### src/rtl/i2s_tx_pkg.sv
package i2s_tx_pkg;
  typedef enum logic {JUST_START = 1'b0, JUST_END = 1'b1} just_e;
  typedef enum logic {WS_LEAD = 1'b0, WS_WITH = 1'b1} ws_mode_e;

  typedef struct packed {
    just_e    just;
    ws_mode_e ws_mode;
  } fmt_cfg_t;
endpackage

### src/rtl/i2s_bclk_div.sv
module i2s_bclk_div #(
  parameter int DIV_W = 8
) (
  input  logic             clk_i,
  input  logic             rst_ni,
  input  logic [DIV_W-1:0] div_i,
  input  logic             load_i,
  output logic             bclk_o,
  output logic             fall_o
);
  logic             started_q, bclk_q, tick;
  logic [DIV_W-1:0] div_q, cnt_q, cur_div, lim;

  // live divider only until the first frame has latched one
  assign cur_div = started_q ? div_q : div_i;
  assign lim     = (cur_div == '0) ? '0 : cur_div - DIV_W'(1);
  assign tick    = (cnt_q >= lim);
  assign fall_o  = tick & bclk_q;
  assign bclk_o  = bclk_q;

  always_ff @(posedge clk_i or negedge rst_ni) begin
    if (!rst_ni) begin
      cnt_q     <= '0;
      bclk_q    <= 1'b0;
      div_q     <= '0;
      started_q <= 1'b0;
    end else begin
      if (tick) begin
        cnt_q  <= '0;
        bclk_q <= ~bclk_q;
      end else begin
        cnt_q <= cnt_q + DIV_W'(1);
      end
      if (load_i) begin
        div_q     <= div_i;
        started_q <= 1'b1;
      end
    end
  end
endmodule

### src/rtl/i2s_pair_buf.sv
module i2s_pair_buf #(
  parameter int SAMPLE_W = 24
) (
  input  logic                clk_i,
  input  logic                rst_ni,
  input  logic                valid_i,
  output logic                ready_o,
  input  logic [SAMPLE_W-1:0] left_i,
  input  logic [SAMPLE_W-1:0] right_i,
  input  logic                take_i,
  output logic                full_o,
  output logic [SAMPLE_W-1:0] left_o,
  output logic [SAMPLE_W-1:0] right_o
);
  logic                full_q, accept;
  logic [SAMPLE_W-1:0] left_q, right_q;

  assign ready_o = ~full_q;
  assign accept  = valid_i & ~full_q;
  assign full_o  = full_q;
  assign left_o  = left_q;
  assign right_o = right_q;

  always_ff @(posedge clk_i or negedge rst_ni) begin
    if (!rst_ni) begin
      full_q  <= 1'b0;
      left_q  <= '0;
      right_q <= '0;
    end else begin
      full_q <= accept | (full_q & ~take_i);
      if (accept) begin
        left_q  <= left_i;
        right_q <= right_i;
      end
    end
  end

  AST_FULL_BLOCKS: assert property (@(posedge clk_i) disable iff (!rst_ni)
    (valid_i && ready_o) |=> !ready_o);
endmodule

### src/rtl/i2s_frame_ser.sv
module i2s_frame_ser
  import i2s_tx_pkg::*;
#(
  parameter int SAMPLE_W = 24,
  parameter int SLOT_MAX = 32,
  localparam int SMP_BW  = $clog2(SAMPLE_W + 1),
  localparam int SLOT_BW = $clog2(SLOT_MAX + 1)
) (
  input  logic                clk_i,
  input  logic                rst_ni,
  input  logic                fall_i,
  input  logic [SMP_BW-1:0]   smp_bits_i,
  input  logic [SLOT_BW-1:0]  slot_bits_i,
  input  fmt_cfg_t            cfg_i,
  input  logic                have_i,
  input  logic [SAMPLE_W-1:0] left_i,
  input  logic [SAMPLE_W-1:0] right_i,
  output logic                frame_start_o,
  output logic                ws_o,
  output logic                sd_o,
  output logic                underrun_o
);
  localparam int PW = SLOT_BW + 1;

  logic                started_q, ws_q, sd_q, und_q;
  logic [PW-1:0]       pos_q;
  logic [SMP_BW-1:0]   smp_q;
  logic [SLOT_BW-1:0]  slot_q;
  fmt_cfg_t            cfg_q;
  logic [SAMPLE_W-1:0] l_q, r_q;

  logic                frame_start, right_ch, in_win, n_ws, n_sd;
  logic [PW-1:0]       n_pos, n_slot_e, b, off, rel, nxt;
  logic [SMP_BW-1:0]   n_smp;
  logic [SLOT_BW-1:0]  n_slot;
  fmt_cfg_t            n_cfg;
  logic [SAMPLE_W-1:0] n_l, n_r, word, shv;

  always_comb begin
    frame_start = fall_i & (~started_q | (pos_q == (PW'(slot_q) << 1) - PW'(1)));
    if (frame_start) begin
      n_pos  = '0;
      n_slot = slot_bits_i;
      n_smp  = smp_bits_i;
      n_cfg  = cfg_i;
      n_l    = have_i ? left_i  : '0;
      n_r    = have_i ? right_i : '0;
    end else begin
      n_pos  = pos_q + PW'(1);
      n_slot = slot_q;
      n_smp  = smp_q;
      n_cfg  = cfg_q;
      n_l    = l_q;
      n_r    = r_q;
    end
    n_slot_e = PW'(n_slot);
    right_ch = (n_pos >= n_slot_e);
    b        = right_ch ? n_pos - n_slot_e : n_pos;
    off      = (n_cfg.just == JUST_END) ? n_slot_e - PW'(n_smp) : '0;
    rel      = b - off;
    in_win   = (b >= off) && (rel < PW'(n_smp));
    word     = right_ch ? n_r : n_l;
    shv      = word << rel;
    n_sd     = in_win & shv[SAMPLE_W-1];
    nxt      = n_pos + PW'(1);
    if (n_cfg.ws_mode == WS_WITH) n_ws = right_ch;
    else if (nxt == (n_slot_e << 1)) n_ws = 1'b0;
    else n_ws = (nxt >= n_slot_e);
  end

  always_ff @(posedge clk_i or negedge rst_ni) begin
    if (!rst_ni) begin
      started_q <= 1'b0;
      pos_q     <= '0;
      smp_q     <= '0;
      slot_q    <= '0;
      cfg_q     <= '0;
      l_q       <= '0;
      r_q       <= '0;
      ws_q      <= 1'b0;
      sd_q      <= 1'b0;
      und_q     <= 1'b0;
    end else begin
      und_q <= frame_start & ~have_i;
      if (fall_i) begin
        started_q <= 1'b1;
        pos_q     <= n_pos;
        smp_q     <= n_smp;
        slot_q    <= n_slot;
        cfg_q     <= n_cfg;
        l_q       <= n_l;
        r_q       <= n_r;
        ws_q      <= n_ws;
        sd_q      <= n_sd;
      end
    end
  end

  assign frame_start_o = frame_start;
  assign ws_o          = ws_q;
  assign sd_o          = sd_q;
  assign underrun_o    = und_q;

  AST_CFG_HOLD: assert property (@(posedge clk_i) disable iff (!rst_ni)
    (started_q && !frame_start) |=> ($stable(slot_q) && $stable(smp_q) && $stable(cfg_q)));
  AST_UNDERRUN_SILENT: assert property (@(posedge clk_i) disable iff (!rst_ni)
    und_q |-> !sd_q);
endmodule

### src/rtl/i2s_tx_master.sv
module i2s_tx_master
  import i2s_tx_pkg::*;
#(
  parameter int DIV_W    = 8,
  parameter int SAMPLE_W = 24,
  parameter int SLOT_MAX = 32,
  localparam int SMP_BW  = $clog2(SAMPLE_W + 1),
  localparam int SLOT_BW = $clog2(SLOT_MAX + 1)
) (
  input  logic                clk_i,
  input  logic                rst_ni,
  input  logic [DIV_W-1:0]    bclk_div_i,
  input  logic [SMP_BW-1:0]   smp_bits_i,
  input  logic [SLOT_BW-1:0]  slot_bits_i,
  input  logic                right_just_i,
  input  logic                ws_aligned_i,
  input  logic                pair_valid_i,
  output logic                pair_ready_o,
  input  logic [SAMPLE_W-1:0] left_i,
  input  logic [SAMPLE_W-1:0] right_i,
  output logic                bclk_o,
  output logic                ws_o,
  output logic                sd_o,
  output logic                underrun_o
);
  logic                fall, frame_start, have;
  logic [SAMPLE_W-1:0] buf_l, buf_r;
  fmt_cfg_t            cfg;

  assign cfg.just    = just_e'(right_just_i);
  assign cfg.ws_mode = ws_mode_e'(ws_aligned_i);

  i2s_bclk_div #(.DIV_W(DIV_W)) u_div (
    .clk_i  (clk_i),
    .rst_ni (rst_ni),
    .div_i  (bclk_div_i),
    .load_i (frame_start),
    .bclk_o (bclk_o),
    .fall_o (fall)
  );

  i2s_pair_buf #(.SAMPLE_W(SAMPLE_W)) u_buf (
    .clk_i   (clk_i),
    .rst_ni  (rst_ni),
    .valid_i (pair_valid_i),
    .ready_o (pair_ready_o),
    .left_i  (left_i),
    .right_i (right_i),
    .take_i  (frame_start),
    .full_o  (have),
    .left_o  (buf_l),
    .right_o (buf_r)
  );

  i2s_frame_ser #(.SAMPLE_W(SAMPLE_W), .SLOT_MAX(SLOT_MAX)) u_ser (
    .clk_i         (clk_i),
    .rst_ni        (rst_ni),
    .fall_i        (fall),
    .smp_bits_i    (smp_bits_i),
    .slot_bits_i   (slot_bits_i),
    .cfg_i         (cfg),
    .have_i        (have),
    .left_i        (buf_l),
    .right_i       (buf_r),
    .frame_start_o (frame_start),
    .ws_o          (ws_o),
    .sd_o          (sd_o),
    .underrun_o    (underrun_o)
  );

  AST_WS_ON_FALL: assert property (@(posedge clk_i) disable iff (!rst_ni)
    (ws_o != $past(ws_o)) |-> (!bclk_o && $past(bclk_o)));
  AST_SD_ON_FALL: assert property (@(posedge clk_i) disable iff (!rst_ni)
    (sd_o != $past(sd_o)) |-> (!bclk_o && $past(bclk_o)));
  AST_UNDERRUN_PULSE: assert property (@(posedge clk_i) disable iff (!rst_ni)
    underrun_o |=> !underrun_o);
  AST_UNDERRUN_AT_FALL: assert property (@(posedge clk_i) disable iff (!rst_ni)
    underrun_o |-> (!bclk_o && $past(bclk_o)));
endmodule

### config.mk
export PLATFORM = sky130hd
export DESIGN_NAME = i2s_tx_master
export DESIGN_NICKNAME = d
export VERILOG_FILES = /design/src/rtl/i2s_tx_pkg.sv /design/src/rtl/i2s_bclk_div.sv /design/src/rtl/i2s_pair_buf.sv /design/src/rtl/i2s_frame_ser.sv /design/src/rtl/i2s_tx_master.sv
export SDC_FILE = /design/constraint.sdc
export NUM_CORES = 1
export LEC_CHECK = 0
export BUFFER_PORTS_ARGS = -buffer_cell sky130_fd_sc_hd__buf_2
export CORE_MARGIN = 5
export CORE_UTILIZATION = 60
export DETAILED_ROUTE_END_ITERATION = 16
export MAX_ROUTING_LAYER = met4
export PLACE_DENSITY = 0.89
export SETUP_SLACK_MARGIN = 0.5
export SLEW_MARGIN = 20
export SYNTH_ARGS = -nofsm -noshare
export SYNTH_HDL_FRONTEND = slang
export SYNTH_SLANG_ARGS = --single-unit
### constraint.sdc
create_clock -name clk_i -period 11.09 [get_ports clk_i]
set_input_delay 1.109 -clock clk_i [delete_from_list [all_inputs] [get_ports clk_i]]
set_output_delay 1.109 -clock clk_i [all_outputs]
set_load 0.01 [all_outputs]
==> qor.csv <==
metric;value;unit
pin_count;77;
yosys.area_share.simple;0.159;
synth_fa_ha_area_frac;0.0658;
first_pass_iters;6;
synth_common_cells;176 x nand2_1, 139 x dfrtp_1, 79 x mux2_2;
port_buffers;76;
async_flop_share;1.00;
worstHoldPathType;reg -> reg;
crit_arrival;9430;ps
setup_tns;0;ps
synth-compound-area-share;0.0902;
relSlewSlack;0.272;
start_util;0.608;
critPathMaxFanout;51;
rr_worst_depth;32;
synth_mux_area_frac;0.176;
grt-ovfl-total;0;
vias_per_cell;5.86;
reg2reg_slack;2020;ps
first_global_vias;6776;
synth_xor_area_frac;0.0473;
slew_viol_final;0;
hold_viol;0;
fin_cells;1108;
n_antenna_cell;0;
synth.avg_cell_area;9.82;um^2
grt_pass1_wl;32.4;mm
grtUsageTotal;0.253;
synth_edf_count;0;
worst_slew_pin_slew;1090;ps
ys_types;64;
synth_area_leaders;dfrtp_1 41%, mux2_2 11%, nand2_1 7.9%, ha_1 6.1%, mux2i_1 3.9%;
clock.fmax;110;MHz
rsz0062_at_grt;false;
yosysWarnings;0;
rows;43;
worst_skew_pair.late_latency;430;ps
synth.largest_area_cell;dfrtp_1;
critPathKind;reg -> reg;
crit_buf_inv;4;
wl;19.3;mm
cts_resized;0;
nNetsFinal;1030;
design.core.area;13800;um^2
cts_root_buf;clkbuf_16;
cp.required;11460;ps
synthToLayoutAreaGrowth;13.3;%
max_stage_delay;930;ps
layout-drive-gt1-share;0.242;
synth_top_family_by_area;multiplexers;
worstHoldStart;u_ser.l_q[9]$_DFFE_PN0P_;
endpoint_kind;flop;
cp_slowest_cell;and3_2;
via_count;6491;
die_area;16500;um^2
fill_cells;986;
grt_start_max_net_pins;80;
wl_per_cell;17.4;um
die_w;128;um
drc;0;
r2r-end;u_ser.sd_o$_DFFE_PN0P_;
htreeDepth;4;
die_y;128;um
hpwl;12.8;mm
synth_area;8410;um^2
hold-path-endpoint;u_ser.l_q[9]$_DFFE_PN0P_;
hold_path_depth;2;
finalCritPeriodShare;0.817;
multi_input_comb_area;4560;um^2
antenna_left;0;
synthCells;856;
crit_family;simple AND/OR/NAND/NOR gates;
yosysSeqAreaShare;0.414;
finalSetupViolCount;0;
yosysMostFrequentCell;nand2_1;
final_util;0.689;
outcome;finished, final reports clean;
cap_violations;0;
finClkSkew;8.75;ps
synth_top_area_frac;0.414;
drt_iter0_markers;592;
routabilityCongestion;0.944;
cts_tree;yes;
post_cts_buffers;0;
ys_ff_latch;139;
post-route-min-period;9070;ps
seqCellArea;3480;um^2
r2r-start;u_div.started_q$_DFFE_PN0N_;
startpoint_type;flop;
numCtsBuffers;17;
cts_sinks;139;
synth.net_count;971;
critPathMostFrequentCell;nand4_1;
cts.clk_slew.worst_paths;60;ps
antenna_found_initial;0;
ctsHoldBuffers;0;
cts_buffer_depth;2;
dp_cells;1076;
synthFlopType;dfrtp_1;
-- cells by family (layout without fill, tap and decap cells) --
group,Yosys count,count (layout)
adder cells (fa/ha/maj),43,43
AO/OA/AOI/OAI,117,117
XOR/XNOR,43,43
multiplexers,124,124
buffers and inverters,90,162
flip-flops,139,139
AND/OR/NAND/NOR,300,300
-- area by class of cell --
type,count,share of cell area
tap,180,0.0236
timing repair buffer,84,0.0469
sequential,139,0.365
clock buffer,19,0.0465
inverter,46,0.0181
clock inverter,13,0.0213
multi-input combinational,627,0.478
-- stage by stage --
stage	area (um^2)	hold slack [ps]	setup slack [ps]
floorplan	8410	433	2590
global placement	8870	447	2070
detailed placement	8870	452	1760
CTS	9520	473	2090
global route	9520	499	1160
finish	9520	474	2020
-- registers in the layout, indices dropped and copies added, names as in the netlist, 2 cells and up --
register and flops:
u_ser.l_q 24, u_div.div_q 8, u_ser.r_q 24, u_buf.left_o 24, u_ser.pos_q 7, u_buf.right_o 24, u_ser.cfg_q 2, u_ser.slot_q 6
u_div.cnt_q 8, u_ser.smp_q 5
-- placed cells by master, fill, tap and decap left out, drive strengths merged, types with 22 or more instances in the layout --
master / n
inv: 52
xor2: 23
mux2: 80
nand2: 178
dfrtp: 139
buf: 84
nand3: 22
mux2i: 34
o21ai: 52
ha: 41
nor2: 39
-- routing by layer --
layer / vias to the layer above / global-route usage / routed length, um
met5: - / - / 0
met4: 0 / 0.0861 / 372
met2: 217 / 0.418 / 9760
li1: 3061 / - / -
met3: 44 / 0.0589 / 1110
met1: 3169 / 0.305 / 8050
-- worst min-delay path, cell delays in order, from the launching register on --
cell and delay (ps):
dfrtp_1 340, nand2_1 50, nand2_1 50
-- worst max-delay path by stage --
stage                                 from                     end  slack, ps  cells past startpoint
3_3_place_gp                 bclk_div_i[0]  u_ser.sd_o$_DFFE_PN0P_       2070                     34
5_1_grt        u_div.started_q$_DFFE_PN0N_  u_ser.sd_o$_DFFE_PN0P_       1160                     34
2_1_floorplan                bclk_div_i[0]  u_ser.sd_o$_DFFE_PN0P_       2590                     39
6_report       u_div.started_q$_DFFE_PN0N_  u_ser.sd_o$_DFFE_PN0P_       2020                     32
3_5_place_dp                 bclk_div_i[0]  u_ser.sd_o$_DFFE_PN0P_       1760                     35
4_1_cts        u_div.started_q$_DFFE_PN0N_  u_ser.sd_o$_DFFE_PN0P_       2090                     32
Power is not shown: default switching activity piles up to over one toggle a cycle in this logic, so the estimate is an artifact.
